$ cat config.mk
export PLATFORM = sky130hd
export DESIGN_NAME = dma_req_arbiter
export DESIGN_NICKNAME = d
export VERILOG_FILES = /design/src/rtl/dma_sel_pkg.sv /design/src/rtl/dma_req_route.sv /design/src/rtl/dma_prio_pick.sv /design/src/rtl/dma_grant_ctrl.sv /design/src/rtl/dma_req_arbiter.sv
export SDC_FILE = /design/constraint.sdc
export NUM_CORES = 1
export LEC_CHECK = 0
export ABC_AREA = 1
export ABC_CLOCK_PERIOD_IN_PS = 12900
export CAP_MARGIN = 20
export CELL_PAD_IN_SITES_DETAIL_PLACEMENT = 0
export CELL_PAD_IN_SITES_GLOBAL_PLACEMENT = 1
export CORE_MARGIN = 2
export CORE_UTILIZATION = 23
export CTS_BUF_LIST = sky130_fd_sc_hd__clkbuf_8 sky130_fd_sc_hd__clkbuf_16
export DETAILED_ROUTE_END_ITERATION = 8
export GPL_ROUTABILITY_DRIVEN = 1
export HOLD_SLACK_MARGIN = 0.12
export PLACE_DENSITY_LB_ADDON = 0.1
export SLEW_MARGIN = 25
export SYNTH_ARGS = -nofsm -noshare
export SYNTH_HDL_FRONTEND = slang
export SYNTH_HIERARCHICAL = 1
export SYNTH_SLANG_ARGS = --single-unit
export TNS_END_PERCENT = 10
$ cat constraint.sdc
create_clock -name clk -period 12.9 [get_ports clk]
set_input_delay 3.87 -clock clk [delete_from_list [all_inputs] [get_ports clk]]
set_output_delay 3.87 -clock clk [all_outputs]
set_load 0.01 [all_outputs]
$ cat src/rtl/dma_sel_pkg.sv
// Package: shared routing helpers for the DMA request selector.
// Assumes peripheral lines are spread round-robin over the channels and
// that consecutive groups of lines take consecutive select codes, wrapping
// after the number of mapped codes.
package dma_sel_pkg;

    // Channel index that peripheral line s feeds.
    function automatic int src_chan(input int s, input int n_ch);
        return s % n_ch;
    endfunction

    // Select code under which peripheral line s is visible.
    function automatic int src_code(input int s, input int n_ch, input int n_codes);
        return (s / n_ch) % n_codes;
    endfunction

endpackage

$ cat src/rtl/dma_req_route.sv
// Module: dma_req_route
// Builds one request bit per channel from the peripheral lines, the channel's
// select code, its enable and its memory-to-memory bit.
// Assumes: lines that share a code on one channel are OR-combined; codes with
// no mapped line yield no request; a disabled channel never requests.
module dma_req_route
    import dma_sel_pkg::*;
#(
    parameter int NUM_CH  = 7,
    parameter int NUM_SRC = 42,
    parameter int SEL_W   = 4,
    parameter int N_CODES = 5
) (
    input  logic [NUM_SRC-1:0]      periph_req,
    input  logic [NUM_CH-1:0]       ch_en,
    input  logic [NUM_CH-1:0]       ch_m2m,
    input  logic [NUM_CH*SEL_W-1:0] ch_sel,
    output logic [NUM_CH-1:0]       chan_req
);

    for (genvar c = 0; c < NUM_CH; c++) begin : g_ch
        logic [SEL_W-1:0] sel_c;
        logic             hit;

        assign sel_c = ch_sel[c*SEL_W +: SEL_W];

        // OR together every line mapped to this channel under its current code.
        always_comb begin
            hit = 1'b0;
            for (int s = 0; s < NUM_SRC; s++) begin
                if (src_chan(s, NUM_CH) == c &&
                    src_code(s, NUM_CH, N_CODES) == int'(sel_c)) begin
                    hit = hit | periph_req[s];
                end
            end
        end

        // Gate with enable; memory-to-memory mode requests on its own.
        assign chan_req[c] = ch_en[c] & (ch_m2m[c] | hit);
    end

endmodule

$ cat src/rtl/dma_prio_pick.sv
// Module: dma_prio_pick
// Purely combinational winner selection among requesting channels.
// Assumes: a higher level value means a higher priority; on equal levels the
// lower channel index wins.
module dma_prio_pick #(
    parameter int NUM_CH = 7,
    parameter int PRIO_W = 2,
    localparam int IDX_W = $clog2(NUM_CH)
) (
    input  logic [NUM_CH-1:0]        chan_req,
    input  logic [NUM_CH*PRIO_W-1:0] ch_prio,
    output logic                     win_found,
    output logic [IDX_W-1:0]         win_idx
);

    logic [PRIO_W-1:0] best_lvl;

    // Scan from the top index down; ">=" lets a lower index take over on ties.
    always_comb begin
        win_found = 1'b0;
        win_idx   = '0;
        best_lvl  = '0;
        for (int i = NUM_CH - 1; i >= 0; i--) begin
            if (chan_req[i] &&
                (!win_found || ch_prio[i*PRIO_W +: PRIO_W] >= best_lvl)) begin
                win_found = 1'b1;
                win_idx   = IDX_W'(i);
                best_lvl  = ch_prio[i*PRIO_W +: PRIO_W];
            end
        end
    end

endmodule

$ cat src/rtl/dma_grant_ctrl.sv
// Module: dma_grant_ctrl
// Holds the grant while the engine moves one data item and reloads it from
// the current winner when idle or when the engine reports completion.
// Assumes: xfer_done is a one-cycle pulse issued only while a grant is held.
module dma_grant_ctrl #(
    parameter int NUM_CH = 7,
    localparam int IDX_W = $clog2(NUM_CH)
) (
    input  logic              clk,
    input  logic              rst_n,
    input  logic              win_found,
    input  logic [IDX_W-1:0]  win_idx,
    input  logic              xfer_done,
    output logic [NUM_CH-1:0] grant,
    output logic [IDX_W-1:0]  grant_idx,
    output logic              grant_valid
);

    logic reload;

    // Reload when nothing is granted or the current item has completed.
    assign reload = !grant_valid || xfer_done;

    // Grant registers: cleared in reset, loaded from the winner on reload.
    always_ff @(posedge clk) begin
        if (!rst_n) begin
            grant       <= '0;
            grant_idx   <= '0;
            grant_valid <= 1'b0;
        end else if (reload) begin
            grant_valid <= win_found;
            grant_idx   <= win_found ? win_idx : '0;
            grant       <= win_found ? (NUM_CH'(1) << win_idx) : '0;
        end
    end

endmodule

$ cat src/rtl/dma_req_arbiter.sv
// Module: dma_req_arbiter (top)
// Routes peripheral requests to the DMA channels and grants one channel at a
// time by programmable level, lower index first on ties.
// Assumes: configuration inputs are stable while a grant they affect is held.
module dma_req_arbiter #(
    parameter int NUM_CH  = 7,
    parameter int NUM_SRC = 42,
    parameter int SEL_W   = 4,
    parameter int PRIO_W  = 2,
    parameter int N_CODES = 5,
    localparam int IDX_W  = $clog2(NUM_CH)
) (
    input  logic                      clk,
    input  logic                      rst_n,
    input  logic [NUM_SRC-1:0]        periph_req,
    input  logic [NUM_CH-1:0]         ch_en,
    input  logic [NUM_CH-1:0]         ch_m2m,
    input  logic [NUM_CH*PRIO_W-1:0]  ch_prio,
    input  logic [NUM_CH*SEL_W-1:0]   ch_sel,
    input  logic                      xfer_done,
    output logic [NUM_CH-1:0]         grant,
    output logic [IDX_W-1:0]          grant_idx,
    output logic                      grant_valid
);

    logic [NUM_CH-1:0] chan_req;
    logic              win_found;
    logic [IDX_W-1:0]  win_idx;

    dma_req_route #(
        .NUM_CH(NUM_CH), .NUM_SRC(NUM_SRC), .SEL_W(SEL_W), .N_CODES(N_CODES)
    ) u_route (
        .periph_req(periph_req),
        .ch_en     (ch_en),
        .ch_m2m    (ch_m2m),
        .ch_sel    (ch_sel),
        .chan_req  (chan_req)
    );

    dma_prio_pick #(
        .NUM_CH(NUM_CH), .PRIO_W(PRIO_W)
    ) u_pick (
        .chan_req (chan_req),
        .ch_prio  (ch_prio),
        .win_found(win_found),
        .win_idx  (win_idx)
    );

    dma_grant_ctrl #(
        .NUM_CH(NUM_CH)
    ) u_ctrl (
        .clk        (clk),
        .rst_n      (rst_n),
        .win_found  (win_found),
        .win_idx    (win_idx),
        .xfer_done  (xfer_done),
        .grant      (grant),
        .grant_idx  (grant_idx),
        .grant_valid(grant_valid)
    );

endmodule

Word-level counts from Yosys, hierarchy flattened

Index checks and enable logic that the tools add are counted.

Order comparisons: 6
Equality and inequality tests: 28
Shifts and indexed selects: 1
Multiplexer cells: 64
Bitwise operators: 49
Reductions and logical operators: 27

Operators by type and width:

| operator                                                           | number |
|---|---|
| 3-bit by 4-bit == test with 1-bit output (first input constant)    | 14 |
| 1-bit 2-to-1 mux                                                   | 49 |
| 1-bit bitwise OR                                                   | 42 |
| 2-bit by 4-bit == test with 1-bit output (first input constant)    | 7 |
| 4-bit == test (first input constant)                               | 7 |
| 4-bit zero test                                                    | 7 |
| 3-bit 2-to-1 mux                                                   | 8 |
| 2-bit greater-or-equal comparator                                  | 6 |
| 2-bit 2-to-1 mux                                                   | 6 |
| 1-bit AND                                                          | 7 |
| 1-bit zero test                                                    | 7 |
| 1-bit logical OR                                                   | 7 |
| 7-bit 2-to-1 mux                                                   | 1 |
| 1-bit by 3-bit << shifter with 7-bit output (first input constant) | 1 |
| 1-bit logical AND                                                  | 6 |

Register bits: 11
Input bits: 101
Logic and storage cells: 178

Logic depth before layout (Yosys ltp)

Gate-level depths: netlist of the first run.

Depth in word-level cells: 41
Mapped depth: 61
Depth with buffers taken out: 61

Hierarchy

The synthesis of the first run kept the hierarchy.

Modules (own cells, without submodules):

| module         | instances | cells each | area each (µm²) | seq. area each (µm²) |
|---|---|---|---|---|
| dma_prio_pick  | 1         | 104        | 649.4           | 0.0 |
| dma_req_route  | 1         | 154        | 639.4           | 0.0 |
| dma_grant_ctrl | 1         | 61         | 455.4           | 220.2 |

Worst setup path before layout of the first run

OpenSTA, ideal clock, no wires.

Path type: input to register
From: input periph_req[13]
To: register u_ctrl.grant[0]
Setup time: 0.130 ns
Arrival time: 10.396 ns
Required time: 12.770 ns
Path slack: 2.374 ns
Stages: 52
Path buffers: 0
Path through: inv_1 > a21oi_1 > nand2_1 > nand2_1 > nand2_1 > nand2_1 > nand2_1 > a21oi_2 > nand2_1 > ha_1 > nand2_1 > nand2_2 > nand2_4 > o21ai_0 > inv_1 > ha_1 > inv_1 > nand2_1 > [16 not listed] > and2_1 > ha_1 > o21ai_0 > nand3b_2 > nand2_2 > nand3_1 > nand2_1 > ha_1 > o21ai_0 > nand2_1 > nor2_1 > o21ai_1 > nor4_1 > inv_1 > nand2_1 > nor2_1 > nor2_1 > nor2_1

Cells in the longest elaborated chain, start to end: 39

RTL lines:

| element                                                                     | line                  | RTL |
|---|---|---|
| from (decl)                                                                 | dma_req_arbiter.sv:15 | `input logic [NUM_SRC-1:0] periph_req,` |
| 1-bit bitwise OR *                                                          | dma_req_route.sv:33   | `hit = hit \| periph_req[s];` |
| 1-bit 2-to-1 mux *                                                          | dma_req_route.sv:31   | `if (src_chan(s, NUM_CH) == c &&` |
| 1-bit bitwise OR                                                            | dma_req_route.sv:33   |  |
| 1-bit 2-to-1 mux *                                                          | dma_req_route.sv:31   |  |
| 1-bit bitwise OR                                                            | dma_req_route.sv:33   |  |
| 1-bit 2-to-1 mux *                                                          | dma_req_route.sv:31   |  |
| 1-bit bitwise OR                                                            | dma_req_route.sv:33   |  |
| 1-bit 2-to-1 mux *                                                          | dma_req_route.sv:31   |  |
| [4 not listed]                                                              | n/a                   |  |
| named net chan_req[6]                                                       | dma_req_arbiter.sv:26 | `logic [NUM_CH-1:0] chan_req;` |
| [20 not listed]                                                             | n/a                   |  |
| 2-bit 2-to-1 mux / 1-bit 2-to-1 mux (equally long branches)                 | dma_prio_pick.sv:24   | `if (chan_req[i] &&` |
| 2-bit greater-or-equal comparator / 1-bit zero test (equally long branches) | dma_prio_pick.sv:25   | `(!win_found \|\| ch_prio[i*PRIO_W +: PRIO_W] >= best_lvl)) begin` |
| 1-bit logical OR                                                            | dma_prio_pick.sv:25   |  |
| 1-bit logical AND                                                           | dma_prio_pick.sv:24   |  |
| 3-bit 2-to-1 mux *                                                          | dma_prio_pick.sv:24   |  |
| named net win_idx[2]                                                        | dma_req_arbiter.sv:28 | `logic [IDX_W-1:0] win_idx;` |
| 1-bit by 3-bit << shifter with 7-bit output *                               | dma_grant_ctrl.sv:33  | `grant <= win_found ? (NUM_CH'(1) << win_idx) : '0;` |
| 7-bit 2-to-1 mux *                                                          | dma_grant_ctrl.sv:33  |  |
| to (signal assigned)                                                        | dma_grant_ctrl.sv:33  |  |
| to (decl)                                                                   | dma_grant_ctrl.sv:14  | `output logic [NUM_CH-1:0] grant,` |

The timed path passes the listed nets; every way through them passes the cells marked *.
A chain may end at the register's enable or synchronous reset.

Worst setup path in the final report of the first run

From: input ch_sel[24]
To: register u_ctrl.grant[0]

Cells in the longest elaborated chain, start to end: 41

RTL lines:

| element                                                                     | line                  | RTL |
|---|---|---|
| from (decl)                                                                 | dma_req_arbiter.sv:19 | `input logic [NUM_CH*SEL_W-1:0] ch_sel,` |
| 4-bit zero test                                                             | n/a                   |  |
| 1-bit 2-to-1 mux                                                            | dma_req_route.sv:31   |  |
| 1-bit bitwise OR                                                            | dma_req_route.sv:33   |  |
| 1-bit 2-to-1 mux                                                            | dma_req_route.sv:31   |  |
| 1-bit bitwise OR                                                            | dma_req_route.sv:33   |  |
| 1-bit 2-to-1 mux                                                            | dma_req_route.sv:31   |  |
| 1-bit bitwise OR                                                            | dma_req_route.sv:33   |  |
| 1-bit 2-to-1 mux                                                            | dma_req_route.sv:31   |  |
| [6 not listed]                                                              | n/a                   |  |
| named net chan_req[6]                                                       | dma_req_arbiter.sv:26 |  |
| [20 not listed]                                                             | n/a                   |  |
| 2-bit 2-to-1 mux / 1-bit 2-to-1 mux (equally long branches)                 | dma_prio_pick.sv:24   |  |
| 2-bit greater-or-equal comparator / 1-bit zero test (equally long branches) | dma_prio_pick.sv:25   |  |
| 1-bit logical OR                                                            | dma_prio_pick.sv:25   |  |
| 1-bit logical AND                                                           | dma_prio_pick.sv:24   |  |
| 3-bit 2-to-1 mux *                                                          | dma_prio_pick.sv:24   |  |
| named net win_idx[2]                                                        | dma_req_arbiter.sv:28 |  |
| 1-bit by 3-bit << shifter with 7-bit output *                               | dma_grant_ctrl.sv:33  |  |
| 7-bit 2-to-1 mux *                                                          | dma_grant_ctrl.sv:33  |  |

Marked as above.

==> results_dict.tcl, run 1 <==
set metrics [dict create \
    drc 0 \
    p_leak_nw 1.52 \
    setup_violations 0 \
    clock_path_buffers 2 \
    ys_seq_area_frac 0.126 \
    path_clk_slew_ns 0.05 \
    peakVddDrop_uv 33.2 \
    crit_path_max_fanout 5 \
    drv_slew 0 \
    drt_first_pass_iters 4 \
    clkSinkCount 11 \
    grt_use_total 0.116 \
    p_per_area_mw_per_mm2 57.4 \
    cts_tree "yes" \
    synth.area.top_cells "nand2_1, inv_1, dfxtp_1" \
    synth.distinct_cells 28 \
    gr-total-overflow 0 \
    rows 31 \
    hold_viol_final 0 \
    clock.fmax_mhz 85.3 \
    crit_path_frequent_cell "nand2_1" \
    chipHeight_um 91.1 \
    slowest_stage "nor4_1" \
    wl_per_cell_um 8.73 \
    min_period_over_period 0.909 \
    grt_pass1_vias 2018 \
    drtIter0Drc 31 \
    yosys_register_bits 11 \
    num_vias 2127 \
    dieArea_sq_mm 0.00830 \
    antenna_found_initial 0 \
    io_pins 112 \
    drt-total-wl_um 4640 \
    postSynthAreaPerCell_sq_um 5.47 \
    final_core_utilization 0.413 \
    critPathRequiredTime_ns 13.01 \
    syn2layout_area_growth_pct 72.5 \
    stdcell_area_sq_mm 0.00301 \
    drv_cap 0 \
    cts_made_buffers 3 \
    dp_slack_ns 0.873 \
    synthCells 319 \
    clock_latency_ns 0.23 \
    post-cts-setup-buffer-count 0 \
    slew_headroom 0.463 \
    cts_hold_buf 0 \
    synth_top_area_frac 0.185 \
    netlist_area_sq_mm 0.00174 \
    portBuffers 111 \
    end_kind "flip-flop" \
    start_kind "input pin" \
    dp.final_hpwl_um 4180 \
    routabilityCongestion 0.740 \
    rsz0062_at_grt "no" \
    start_util 0.239 \
    n_antenna_cell 0 \
    tightestPinTransition_ns 0.799 \
    period_minus_slack_ns 11.73 \
    setup_tns_ns 0 \
    dpl_cell_area_sq_mm 0.00296 \
    core_area_sq_mm 0.00729 \
    fin_worst_skew_ns 0.000580 \
    drive_gt1_frac 0.123 \
    die_x_um 91.1 \
    grt_pass1_wl_um 8360 \
    hold_path_class "reg -> reg" \
    ys.warnings.count 6 \
    cts-resized-gates 0 \
    p_total_mw 0.173 \
    cts_root_buf "clkbuf_8" \
    yosys.area.top_type "nand2_1" \
    antenna_left 0 \
    arrival_ns 11.84 \
    cpPeakStageDelay_ns 0.62 \
    outcome "finished, final reports clean" \
    layout.nets 545 \
    htree_num_levels 1 \
    fin_ws_ns 1.17 \
    grt_max_degree 12 \
    routed_via_density 4.01 \
    syn-num-nets 431 \
    crit_type "in -> reg" \
]
-- cells by family after synthesis --
group,after synthesis,share of synthesized area
simple gates,166,0.448
flops,11,0.126
fa+ha+maj,11,0.0789
compound gates,37,0.140
buf+inv,94,0.207
-- cell usage after synthesis (all sizes together) --
cell type and number:
inv 91, buf 1, clkbuf 1, nor2 27, o21ai 7, dfxtp 11
nand4 6, nand3b 1, nand2 98, clkinv 1, nand3 26, a21oi 27
nor4 1, a31oi 3, and2 4, or2 3, ha 11
-- layout by cell type (no fill, tap or decap), drive strengths merged, types with 3 or more instances in the layout --
cell type	count
clkbuf	3
inv	92
nand2	98
or2	3
nor2	27
a21oi	27
dfxtp	11
clkdlybuf4s50	111
o21ai	7
ha	11
a31oi	3
and2	4
nand4	6
nand3	26
-- final timing paths --
check / startpoint / endpoint / slack (ns) / depth (start not counted)
setup / recovery: ch_sel[24] / u_ctrl/grant[0] / 1.17 / 52
hold / removal: u_ctrl/grant[2] / u_ctrl/grant[2] / 0.46 / 2
setup reg to reg: u_ctrl/grant_valid / u_ctrl/grant_idx[2] / 11.93 / 4
hold reg to reg: u_ctrl/grant[2] / u_ctrl/grant[2] / 0.46 / 2
-- cell type report --
class                   count  area, sq um
clock buffers               3         41.3
clock inverters             1         3.75
fillers                   805         4280
inverters                  92          345
multi-input cells         214         1160
flip-flops and latches     11          220
well taps                  99          124
repair buffers            111         1110
-- metrics by stage --
stage,hold WS (ns),cells
detailed placement,0.456,527
finish,0.461,531
global route,0.483,531
floorplan,0.483,319
global placement,0.453,527
CTS,0.464,531
-- state kept, by name (all words and copies together), names as in the netlist --
signal and cells:
u_ctrl/grant 7, u_ctrl/grant_idx 3, u_ctrl/grant_valid 1
-- report_power, final --
part           internal (mW)  switching [mW]
logic                 0.0543          0.0466
clock network         0.0208          0.0120
registers             0.0374         0.00160
total                  0.113          0.0602
-- critical path: cells and delay by family --
| kind | cells | cell delay, ns |
|---|---|---|
| AND/OR/NAND/NOR | 31 | 3.42 |
| adder cells (fa/ha/maj) | 6 | 1.53 |
| AO/OA/AOI/OAI | 10 | 2.07 |
| buffers and inverters | 5 | 0.92 |
-- routing by layer --
metal / GRT usage / vias to the layer above / part of all wire / wire, um
met2: 0.209 / 62 / 0.47 / 2160
met3: 0.0266 / 2 / 0.066 / 305
met4: 0.0114 / 0 / 0.0030 / 14
met1: 0.146 / 875 / 0.47 / 2160
met5: 0 / - / 0 / 0
li1: - / 1188 / - / -
Note: power is estimated with default switching activity, not from simulation.
==> inputs of run 2 (changes only) <==
==> constraint.sdc (replaced) <==
create_clock -name clk -period 12.9 [get_ports clk]
set_input_delay 3.225 -clock clk [delete_from_list [all_inputs] [get_ports clk]]
set_output_delay 3.225 -clock clk [all_outputs]
set_load 0.01 [all_outputs]
==> results_dict.tcl, run 2 (synthesis gave the netlist of run 1 again) <==
set metrics [dict create \
    outcome "finished, final reports clean" \
    clock.fmax_mhz 91.8 \
    wl_per_cell_um 8.85 \
    crit_type "in -> reg" \
    start_util 0.239 \
    syn2layout_area_growth_pct 72.5 \
    largest_reg_flops 7 \
    num_vias 2095 \
    r2r-start "u_ctrl/grant_valid" \
    p_leak_nw 1.52 \
    routabilityCongestion 0.802 \
    hold_path_class "reg -> reg" \
    nFillCells 822 \
    grt_max_degree 12 \
    dp.final_hpwl_um 4200 \
    n_antenna_cell 0 \
    drive_gt1_frac 0.123 \
    drtIter0Drc 54 \
    clkSinkCount 11 \
    cts_tree "yes" \
    setup_tns_ns 0 \
    drc 0 \
    crit_path_max_fanout 5 \
    drt_first_pass_iters 4 \
    io_pins 112 \
    post-cts-setup-buffer-count 0 \
    top_regs "u_ctrl/grant (7), u_ctrl/grant_idx (3), u_ctrl/grant_valid (1)" \
    grt_pass1_vias 1950 \
    regMostFlops "u_ctrl/grant" \
    chipHeight_um 91.1 \
    period_minus_slack_ns 10.89 \
    htree_num_levels 1 \
    cts-resized-gates 0 \
    rsz0062_at_grt "no" \
    layout.nets 545 \
    clock_path_buffers 2 \
    cts_hold_buf 0 \
    cp_top_family "simple AND/OR/NAND/NOR gates" \
    rows 31 \
    fin_worst_skew_ns 0.00154 \
    grt_use_total 0.114 \
    grt_pass1_wl_um 8160 \
    cts_made_buffers 3 \
    drt-total-wl_um 4700 \
    critPathBufInv 7 \
    min_period_over_period 0.844 \
    antenna_found_initial 0 \
    critPathRequiredTime_ns 13.02 \
    layout_common_cells "clkdlybuf4s50_1, nand2_1, inv_1" \
    core_area_sq_mm 0.00729 \
    end_kind "flip-flop" \
    dp_slack_ns 1.74 \
    portBuffers 111 \
    hp-start "u_ctrl/grant[2]" \
    drv_slew 0 \
    cpPeakStageDelay_ns 0.59 \
    clock_latency_ns 0.24 \
    slowest_stage "nor4_1" \
    routed_via_density 3.95 \
    peakVddDrop_uv 34.4 \
    arrival_ns 11.01 \
    gr-total-overflow 0 \
    crit_path_frequent_cell "nand2_1" \
    start_kind "input pin" \
    dieArea_sq_mm 0.00830 \
    p_per_area_mw_per_mm2 57.8 \
    drv_cap 0 \
    cts_root_buf "clkbuf_8" \
    fin_ws_ns 2.01 \
    setup_violations 0 \
    holdWs_ns 0.462 \
    die_x_um 91.1 \
    slew_headroom 0.490 \
    antenna_left 0 \
    path_clk_slew_ns 0.05 \
    crit_path_start "ch_sel[24]" \
    tightestPinTransition_ns 0.758 \
    final_common_cell "clkdlybuf4s50_1" \
    hold_viol_final 0 \
]
[run 2: cell counts in the layout (fill, tap and decap cells not counted)]
No cell type changed its count.
[run 2: stage by stage]
stage / cell area [sq um] / utilization / cells / total power [mW]
after CTS: 3010 / 0.413 / 531 / 0.176
after floorplan: 1740 / - / 319 / 0.0937
after detailed placement: 2960 / 0.406 / 527 / 0.142
final: 3010 / 0.413 / 531 / 0.174
after global routing: 3010 / 0.413 / 531 / 0.192
after global placement: 2960 / 0.406 / 527 / 0.141
[run 2: worst paths after layout]
path / end / slack, ns / cells past startpoint
min reg2reg: u_ctrl/grant[2] / 0.46 / 2
min: u_ctrl/grant[2] / 0.46 / 2
max: u_ctrl/grant[0] / 2.01 / 56
max reg2reg: u_ctrl/grant_idx[2] / 11.93 / 4
[run 2: worst register-to-register path, delay by kind of cell (launching register included)]
kind / cells / cell delay (ns)
compound gates: 1 / 0.14
buf+inv: 1 / 0.18
flops: 1 / 0.35
simple gates: 2 / 0.25
[run 2: layer usage]
metal	up-vias	track usage	wire, um
li1	1186	-	-
met5	-	0	0
met1	839	0.137	2140
met3	2	0.0332	375
met2	68	0.208	2170
met4	0	0.0114	8
[run 2: area by class of cell]
| class | count | area (sq um) | share of cell area |
|---|---|---|---|
| Clock buffer | 3 | 41.3 | 0.0137 |
| Clock inverter | 1 | 3.75 | 0.00125 |
| Inverter | 92 | 345 | 0.115 |
| Multi-Input combinational cell | 214 | 1160 | 0.387 |
| Sequential cell | 11 | 220 | 0.0732 |
| Tap cell | 99 | 124 | 0.0412 |
| Timing Repair Buffer | 111 | 1110 | 0.369 |
[run 2: report_power, final]
| part | internal, mW | leakage [nW] | switching, mW |
|---|---|---|---|
| registers | 0.0374 | 0.0899 | 0.00161 |
| clock network | 0.0209 | 0.0269 | 0.0131 |
| logic | 0.0544 | 1.41 | 0.0466 |
